`src/rtl/acc_alu_pkg.sv`:
```
package acc_alu_pkg;

  typedef enum logic [3:0] {
    OP_ADD = 4'd0,
    OP_SUB = 4'd1,
    OP_AND = 4'd2,
    OP_OR  = 4'd3,
    OP_XOR = 4'd4,
    OP_ASL = 4'd5,
    OP_LSR = 4'd6,
    OP_ROL = 4'd7,
    OP_ROR = 4'd8,
    OP_CMP = 4'd9,
    OP_BIT = 4'd10
  } alu_op_e;

  typedef enum logic [1:0] {
    SH_ASL = 2'd0,
    SH_LSR = 2'd1,
    SH_ROL = 2'd2,
    SH_ROR = 2'd3
  } shift_kind_e;

  typedef enum logic [1:0] {
    LG_AND = 2'd0,
    LG_OR  = 2'd1,
    LG_XOR = 2'd2
  } logic_kind_e;

  // positions inside the packed {N,Z,C,V} nibble
  localparam int FLAG_N = 3;
  localparam int FLAG_Z = 2;
  localparam int FLAG_C = 1;
  localparam int FLAG_V = 0;
  localparam int FLAG_W = 4;

endpackage

```
`src/rtl/alu_addsub.sv`:
```
module alu_addsub #(
  parameter int W = 8
) (
  input  logic [W-1:0] a,
  input  logic [W-1:0] b,
  input  logic         inv_b,
  input  logic         cin,
  output logic [W-1:0] sum,
  output logic         cout,
  output logic         ovf
);
  logic [W-1:0] b_eff;
  logic [W:0]   total;

  assign b_eff = inv_b ? ~b : b;
  assign total = {1'b0, a} + {1'b0, b_eff} + {{W{1'b0}}, cin};
  assign sum   = total[W-1:0];
  assign cout  = total[W];
  // signed overflow: like-signed inputs, result sign flipped
  assign ovf   = (a[W-1] == b_eff[W-1]) && (sum[W-1] != a[W-1]);
endmodule

```
`src/rtl/alu_shift.sv`:
```
module alu_shift
  import acc_alu_pkg::*;
#(
  parameter int W = 8
) (
  input  logic [W-1:0] a,
  input  logic         cin,
  input  shift_kind_e  kind,
  output logic [W-1:0] res,
  output logic         cout
);
  always_comb begin
    unique case (kind)
      SH_ASL: begin res = {a[W-2:0], 1'b0}; cout = a[W-1]; end
      SH_LSR: begin res = {1'b0, a[W-1:1]}; cout = a[0];   end
      SH_ROL: begin res = {a[W-2:0], cin};  cout = a[W-1]; end
      SH_ROR: begin res = {cin, a[W-1:1]};  cout = a[0];   end
      default: begin res = '0; cout = 1'b0; end
    endcase
  end
endmodule

```
`src/rtl/alu_logic.sv`:
```
module alu_logic
  import acc_alu_pkg::*;
#(
  parameter int W = 8
) (
  input  logic [W-1:0] a,
  input  logic [W-1:0] b,
  input  logic_kind_e  kind,
  output logic [W-1:0] res
);
  always_comb begin
    unique case (kind)
      LG_AND:  res = a & b;
      LG_OR:   res = a | b;
      LG_XOR:  res = a ^ b;
      default: res = '0;
    endcase
  end
endmodule

```
`src/rtl/acc_alu.sv`:
```
module acc_alu
  import acc_alu_pkg::*;
#(
  parameter int W = 8
) (
  input  logic         clk,
  input  logic         rst_n,
  input  logic         in_valid,
  output logic         in_ready,
  input  logic [3:0]   op,
  input  logic [W-1:0] opnd_a,
  input  logic [W-1:0] opnd_b,
  input  logic         carry_in,
  output logic         out_valid,
  input  logic         out_ready,
  output logic [W-1:0] result,
  output logic         wr_en,
  output logic [3:0]   flag_val,
  output logic [3:0]   flag_mask,
  output logic [3:0]   flags_q
);
  alu_op_e     op_e;
  logic        as_inv, as_cin, as_cout, as_ovf;
  logic [W-1:0] as_sum, sh_res, lg_res;
  logic        sh_cout;
  shift_kind_e sh_kind;
  logic_kind_e lg_kind;
  logic [FLAG_W-1:0] flag_new;
  logic        fire;

  assign op_e = alu_op_e'(op);

  // operand steering for the shared units
  always_comb begin
    as_inv  = (op_e != OP_ADD);
    as_cin  = (op_e == OP_CMP) ? 1'b1 : carry_in;
    unique case (op_e)
      OP_LSR:  sh_kind = SH_LSR;
      OP_ROL:  sh_kind = SH_ROL;
      OP_ROR:  sh_kind = SH_ROR;
      default: sh_kind = SH_ASL;
    endcase
    unique case (op_e)
      OP_OR:   lg_kind = LG_OR;
      OP_XOR:  lg_kind = LG_XOR;
      default: lg_kind = LG_AND;
    endcase
  end

  alu_addsub #(.W(W)) u_addsub (
    .a(opnd_a), .b(opnd_b), .inv_b(as_inv), .cin(as_cin),
    .sum(as_sum), .cout(as_cout), .ovf(as_ovf)
  );

  alu_shift #(.W(W)) u_shift (
    .a(opnd_a), .cin(carry_in), .kind(sh_kind),
    .res(sh_res), .cout(sh_cout)
  );

  alu_logic #(.W(W)) u_logic (
    .a(opnd_a), .b(opnd_b), .kind(lg_kind), .res(lg_res)
  );

  // result select, write-back and per-flag masks
  always_comb begin
    result    = '0;
    wr_en     = 1'b0;
    flag_mask = 4'b0000;
    flag_new  = '0;
    unique case (op_e)
      OP_ADD, OP_SUB: begin
        result = as_sum; wr_en = 1'b1; flag_mask = 4'b1111;
        flag_new[FLAG_C] = as_cout;
        flag_new[FLAG_V] = as_ovf;
      end
      OP_AND, OP_OR, OP_XOR: begin
        result = lg_res; wr_en = 1'b1; flag_mask = 4'b1100;
      end
      OP_ASL, OP_LSR, OP_ROL, OP_ROR: begin
        result = sh_res; wr_en = 1'b1; flag_mask = 4'b1110;
        flag_new[FLAG_C] = sh_cout;
      end
      OP_CMP: begin
        result = as_sum; flag_mask = 4'b1110;
        flag_new[FLAG_C] = as_cout;
      end
      OP_BIT: begin
        result = lg_res; flag_mask = 4'b1101;
      end
      default: ;
    endcase
    if (op_e == OP_BIT) begin
      flag_new[FLAG_N] = opnd_b[W-1];
      flag_new[FLAG_V] = opnd_b[W-2];
      flag_new[FLAG_Z] = (lg_res == '0);
    end else begin
      flag_new[FLAG_N] = result[W-1];
      flag_new[FLAG_Z] = (result == '0);
    end
    flag_val = (flag_new & flag_mask) | (flags_q & ~flag_mask);
  end

  // pass-through handshake, flags commit on a completed transfer
  assign out_valid = in_valid;
  assign in_ready  = out_ready;
  assign fire      = in_valid && out_ready;

  always_ff @(posedge clk) begin
    if (!rst_n)    flags_q <= '0;
    else if (fire) flags_q <= flag_val;
  end

  AST_SUB_OVERFLOW: assert property (@(posedge clk) disable iff (!rst_n)
    in_valid && op_e == OP_SUB |-> flag_val[FLAG_V] ==
      ((opnd_a[W-1] != opnd_b[W-1]) && (result[W-1] != opnd_a[W-1])));
  AST_CMP_DISCARD: assert property (@(posedge clk) disable iff (!rst_n)
    in_valid && op_e == OP_CMP |-> !wr_en && flag_mask[FLAG_V] == 1'b0);
  AST_CMP_CARRY: assert property (@(posedge clk) disable iff (!rst_n)
    fire && op_e == OP_CMP |=> flags_q[FLAG_C] == $past(opnd_a >= opnd_b));
  AST_BIT_COPY: assert property (@(posedge clk) disable iff (!rst_n)
    in_valid && op_e == OP_BIT |-> !wr_en && flag_val[FLAG_N] == opnd_b[W-1]
      && flag_val[FLAG_V] == opnd_b[W-2]);
  AST_ZERO_TRACK: assert property (@(posedge clk) disable iff (!rst_n)
    in_valid && wr_en |-> flag_val[FLAG_Z] == (result == '0));
  AST_MASK_HOLD: assert property (@(posedge clk) disable iff (!rst_n)
    fire |=> ((flags_q ^ $past(flags_q)) & ~$past(flag_mask)) == 4'b0000);
  AST_IDLE_HOLD: assert property (@(posedge clk) disable iff (!rst_n)
    !fire |=> $stable(flags_q));
endmodule

```
`config.mk`:
```
export PLATFORM = sky130hd
export DESIGN_NAME = acc_alu
export DESIGN_NICKNAME = d
export VERILOG_FILES = /design/src/rtl/acc_alu_pkg.sv /design/src/rtl/alu_addsub.sv /design/src/rtl/alu_shift.sv /design/src/rtl/alu_logic.sv /design/src/rtl/acc_alu.sv
export SDC_FILE = /design/constraint.sdc
export NUM_CORES = 1
export LEC_CHECK = 0
export ABC_AREA = 1
export ABC_CLOCK_PERIOD_IN_PS = 4600
export BUFFER_PORTS_ARGS = -buffer_cell sky130_fd_sc_hd__buf_4
export CAP_MARGIN = 20
export CORE_MARGIN = 1
export CORE_UTILIZATION = 30
export DETAILED_ROUTE_END_ITERATION = 10
export HOLD_SLACK_MARGIN = 0.1
export PLACE_DENSITY = 0.53
export SLEW_MARGIN = 20
export SYNTH_ARGS = -nofsm -noshare
export SYNTH_HDL_FRONTEND = slang
export SYNTH_SLANG_ARGS = --single-unit
```
`constraint.sdc`:
```
create_clock -name clk -period 4.6 [get_ports clk]
set_clock_uncertainty 0.1 [all_clocks]
set_input_delay 0.92 -clock clk [delete_from_list [all_inputs] [get_ports clk]]
set_output_delay 0.92 -clock clk [all_outputs]
set_load 0.01 [all_outputs]
```
== After elaboration in Yosys (flattened, before gate mapping) ==
Index checks and enable logic that the tools add are counted.
Cells by class
  div/mod/pow operators: 0
  reduce and logical (&&, ||, !) cells: 17
  multiplexer cells: 14
  add/sub/neg operators: 2
  bitwise operators: 8
  shift operators: 0
  equal/unequal tests: 17
  order comparisons: 0
  multipliers: 0
Operators with widths (count)
  $pmux 8 s3: 2
  $pmux 8 s4: 1
  $eq 4x3->1 const B: 4
  $logic_not 8->1: 2
  $pmux 4 s4: 1
  $eq 4x4->1 const B: 3
  $add 8x8->9: 1
  $add 9x1->9: 1
  $reduce_or 9->1: 1
  $and 4x4->4: 2
  $and 8x8->8: 1
  $eq 4x2->1 const B: 2
  $mux 8: 1
  $not 8->8: 1
  $or 8x8->8: 1
  $reduce_or 4->1: 2
  $xor 8x8->8: 1
  $eq 2x2->1 const B: 3
  $pmux 2 s3: 1
  $reduce_or 2->1: 3
  $reduce_or 3->1: 2
  $reduce_or 5->1: 1
  $eq 2x1->1 const B: 2
  $eq 4x1->1 const B: 1
  other kinds (12): 18
Word-level totals
  ROM bits: 0
  logic and storage cells: 59
  register bits after elaboration: 4
  RAM bits: 0
  input bits: 25
  memories: 0
  output and inout port bits: 23
  bits in latches: 0

== Longest topological paths before layout ==
  word-level depth: 10
  gate-level depth with buffers: 18

== By module ==
Synthesis repeated with hierarchy kept, for this count alone.
Unflattened totals
  cells, all modules: 307
  area, all modules: 1791.7 sq um
Modules (own cells, without submodules)
  acc_alu: area an instance 686.9 sq um, times used 1, cells an instance 137, sequential area each 80.1 sq um
  alu_logic: area an instance 520.5 sq um, times used 1, cells an instance 69, sequential area each 0.0 sq um
  alu_addsub: area an instance 460.4 sq um, times used 1, cells an instance 72, sequential area each 0.0 sq um
  alu_shift: area an instance 123.9 sq um, times used 1, cells an instance 29, sequential area each 0.0 sq um

== Worst setup path after synthesis ==
No wires, ideal clock.
  path type: input port to output port
  start: input port op[2]
  end: output port flag_val[2]
  buffers on the path: 0
  setup slack: 145 ps
  arrival: 3435 ps
  stages on the path: 16
  cell sequence: nor2_1 -> nand2_1 -> xor2_1 -> inv_1 -> fa_1 -> fa_1 -> nand2_1 -> nand3_1 -> a21o_1 -> nand3_1 -> nand2_1 -> nor2_1 -> nand2_1 -> nor2_2 -> nand3_2 -> inv_1
Between the ends
  longest elaborated chain between the ends: 9
  elaborated cells on any way between the ends: 42
  classes of those cells: add/sub: 2; eq/ne: 15; mux: 9; bitwise: 4; reduce/logical: 12
Ends and longest elaborated chain
  from (decl): line acc_alu.sv:10  | input logic [3:0] op,
  $reduce_bool 4->1 (tied with other cells): line acc_alu.sv:35  | as_inv = (op_e != OP_ADD);
  $mux 8 (tied with other cells): line alu_addsub.sv:15  | assign b_eff = inv_b ? ~b : b;
  $add 8x8->9 (tied with other cells): line alu_addsub.sv:16  | assign total = {1'b0, a} + {1'b0, b_eff} + {{W{1'b0}}, cin};
  $add 9x1->9 (tied with other cells): line alu_addsub.sv:16
  $pmux 8 s3: line acc_alu.sv:70  | unique case (op_e)
  $logic_not 8->1: line acc_alu.sv:98  | flag_new[FLAG_Z] = (result == '0);
  $mux 2: line acc_alu.sv:92  | if (op_e == OP_BIT) begin
  $and 4x4->4: line acc_alu.sv:100  | flag_val = (flag_new & flag_mask) | (flags_q & ~flag_mask);
  $or 4x4->4 (*): line acc_alu.sv:100
  to (decl): line acc_alu.sv:18  | output logic [3:0] flag_val,
Mark *: on every way between the ends. The rest lies on a longest branch, timed or not.

== Worst setup path after layout ==
Ends and elaborated chain as after synthesis.

==> reports/metrics.csv <==
metric;value;unit
nets;407;
cts_htree_levels;1;
cts_tree;yes;
grt_pass1_vias;1887;
ys_warn_count;0;
slew_viol_final;0;
layout_min_cycle_time;4390;ps
grt-ovfl-total;0;
routedWlPerCell;11.9;um
io_buffers;47;
path_clk_slew;30;ps
ir_worst_vdd;93.9;uV
die_y;77.0;um
path_cells;buf_4, nor2_2, nand2_1, xor2_1, inv_1, fa_2, fa_1, or2_2, nand3_1, nand2_1, nor2_1, nand2_1, nor2_1, nand3_2, inv_1, buf_4;
dpl.hpwl;4180;um
netlist_top_cells_area;nand2_1 (19%), ha_1 (17%), inv_1 (15%), nand3_1 (8.6%), nor2_1 (7.6%);
cts.repair.resized;0;
first_pass_iters;4;
synth_cells;305;
fp.coreArea;5270;um2
largest_reg_flops;4;
min_path_type;reg2reg;
tns;0;ps
final_util;41.2;%
largest_register;flags_q;
grt_max_degree;12;
drcViolationCount;0;
seq_area;80.1;um2
seq_power_share;11.4;%
ios;48;
placementRows;26;
critPathKind;in2out;
drt_iter0_markers;96;
start_util;32.0;%
p_per_area;157;nW/um2
fin_crit_sh;95.5;%
drv_cap;0;
clock_sinks;4;
crit_path_max_fanout;6;
ant_nets;0;
max_freq;228;MHz
root_buffer;clkbuf_8;
multi_input_area;1320;um2
antenna_found_initial;0;
place.gp.congestion;0.845;
area_growth;28.7;%
dr_total_vias;1906;
vias_per_cell;4.48;
worstMarginPinSlew;459;ps
die_w;77.0;um
ys_seq_area_share;4.75;%
grt_pass1_wl;8750;um
numCtsBuffers;3;
reg_top3;flags_q (4);
synth_seq_cells;4;
required;3580;ps
crit_path_end_kind;output pin;
cts_buffer_depth;2;
clkPwrFrac;21.5;%
fillerInstances;616;
crit_arrival;3370;ps
path_common_cell;nand2_1;
insertion_delay;210;ps
fp.dieArea;5920;um2
power_switching;153;uW
hold_buffers;0;
grt.total_usage;18.2;%
critical-path-slowest-cell;fa_2;
finalSetupViolCount;0;
hold_viol_final;0;
max-slew-margin-rel;69.4;%
diodes;0;
wl;5070;um
start_kind;input pin;
internal_power;188;uW
switching_share;44.8;%
syn_nets;355;
cts_setup_buffers;0;
leakage;1.34;nW
layout-drive-gt1-share;22.0;%
synth_cell_types;29;
cp_slowest_stage_delay;410;ps
comb_power_share;67.1;%
syn_avg_cell_area;5.53;um2
netlist.area_leader.share;19.2;%
status;completed;
yosys.area.top_type;nand2_1;
netlist_area;1690;um2
cell usage in the layout, fill, tap and decap left out, drive strengths merged:
| cell | instances |
|---|---|
| o211ai | 1 |
| nand2 | 89 |
| buf | 51 |
| inv | 70 |
| a21o | 1 |
| clkbuf | 3 |
| nand3b | 4 |
| nand4 | 1 |
| o21bai | 1 |
| o21ai | 13 |
| ha | 23 |
| or2 | 1 |
| nor2 | 44 |
| nand3 | 30 |
| o221ai | 1 |
| fa | 2 |
| a21oi | 7 |
| xor2 | 8 |
| dfxtp | 4 |
| o22ai | 1 |
path summary, 6_finish.rpt:
kind | from | end | slack (ps) | depth (start not counted)
worst max-delay path | op[2] | flag_val[2] | 210 | 16
worst max register to register | flags_q[3] | flags_q[3] | 3610 | 5
worst min register to register | flags_q[1] | flags_q[1] | 460 | 2
worst min-delay path | flags_q[1] | flags_q[1] | 460 | 2
power groups by stage:
stage	Clock (mW)	Combinational [mW]	Sequential (mW)
global placement	0	0.227	0.0393
detailed placement	0	0.228	0.0394
global route	0.0781	0.261	0.0391
finish	0.0733	0.229	0.0388
CTS	0.0756	0.228	0.0389
floorplan	0	0.138	0.0403
cell families after synthesis:
| family | Yosys count | synth area share (%) |
|---|---|---|
| AND/OR/NAND/NOR | 169 | 44.8 |
| buffers and inverters | 74 | 17.8 |
| adder cells (fa/ha/maj) | 25 | 19.5 |
| AO/OA/AOI/OAI | 25 | 9.06 |
| XOR/XNOR | 8 | 4.16 |
| flip-flops | 4 | 4.75 |
per-layer routing:
layer / up-vias / wire, um / track usage [%]
li1: 1030 / - / -
met1: 829 / 2480 / 24.3
met2: 45 / 2340 / 31.8
met3: 2 / 227 / 2.14
met4: 0 / 23 / 1.92
met5: - / 0 / 0
through the flow:
step | hold WS (ps) | cells | total power, mW | setup slack [ps] | area (um2)
finish | 462 | 425 | 0.341 | 205 | 2170
global route | 520 | 425 | 0.379 | -73.4 | 2170
CTS | 469 | 425 | 0.343 | 110 | 2160
detailed placement | 459 | 422 | 0.267 | 127 | 2120
global placement | 450 | 422 | 0.266 | 167 | 2120
floorplan | 470 | 305 | 0.178 | 145 | 1690
cell usage after synthesis (all sizes together):
cell	n
a21o	1
a21oi	7
buf	4
dfxtp	4
fa	2
ha	23
inv	70
nand2	89
nand3	30
nand3b	4
nand4	1
nor2	44
o211ai	1
o21ai	13
o21bai	1
o221ai	1
o22ai	1
or2	1
xor2	8
critical path, delay by kind of cell:
family,cells,cell delay (ps)
and+or+nand+nor,9,1110
xor gates and xnor gates,1,150
buffers and inverters,4,390
adders and majority gates,2,810
cell type report:
type	instances	share of cell area (%)
tap	70	4.04
clock buffer	3	1.90
multi-input combinational	227	60.6
sequential	4	3.69
inverter	70	12.1
timing repair buffer	51	17.6
Power figures use the tool's default switching activity.
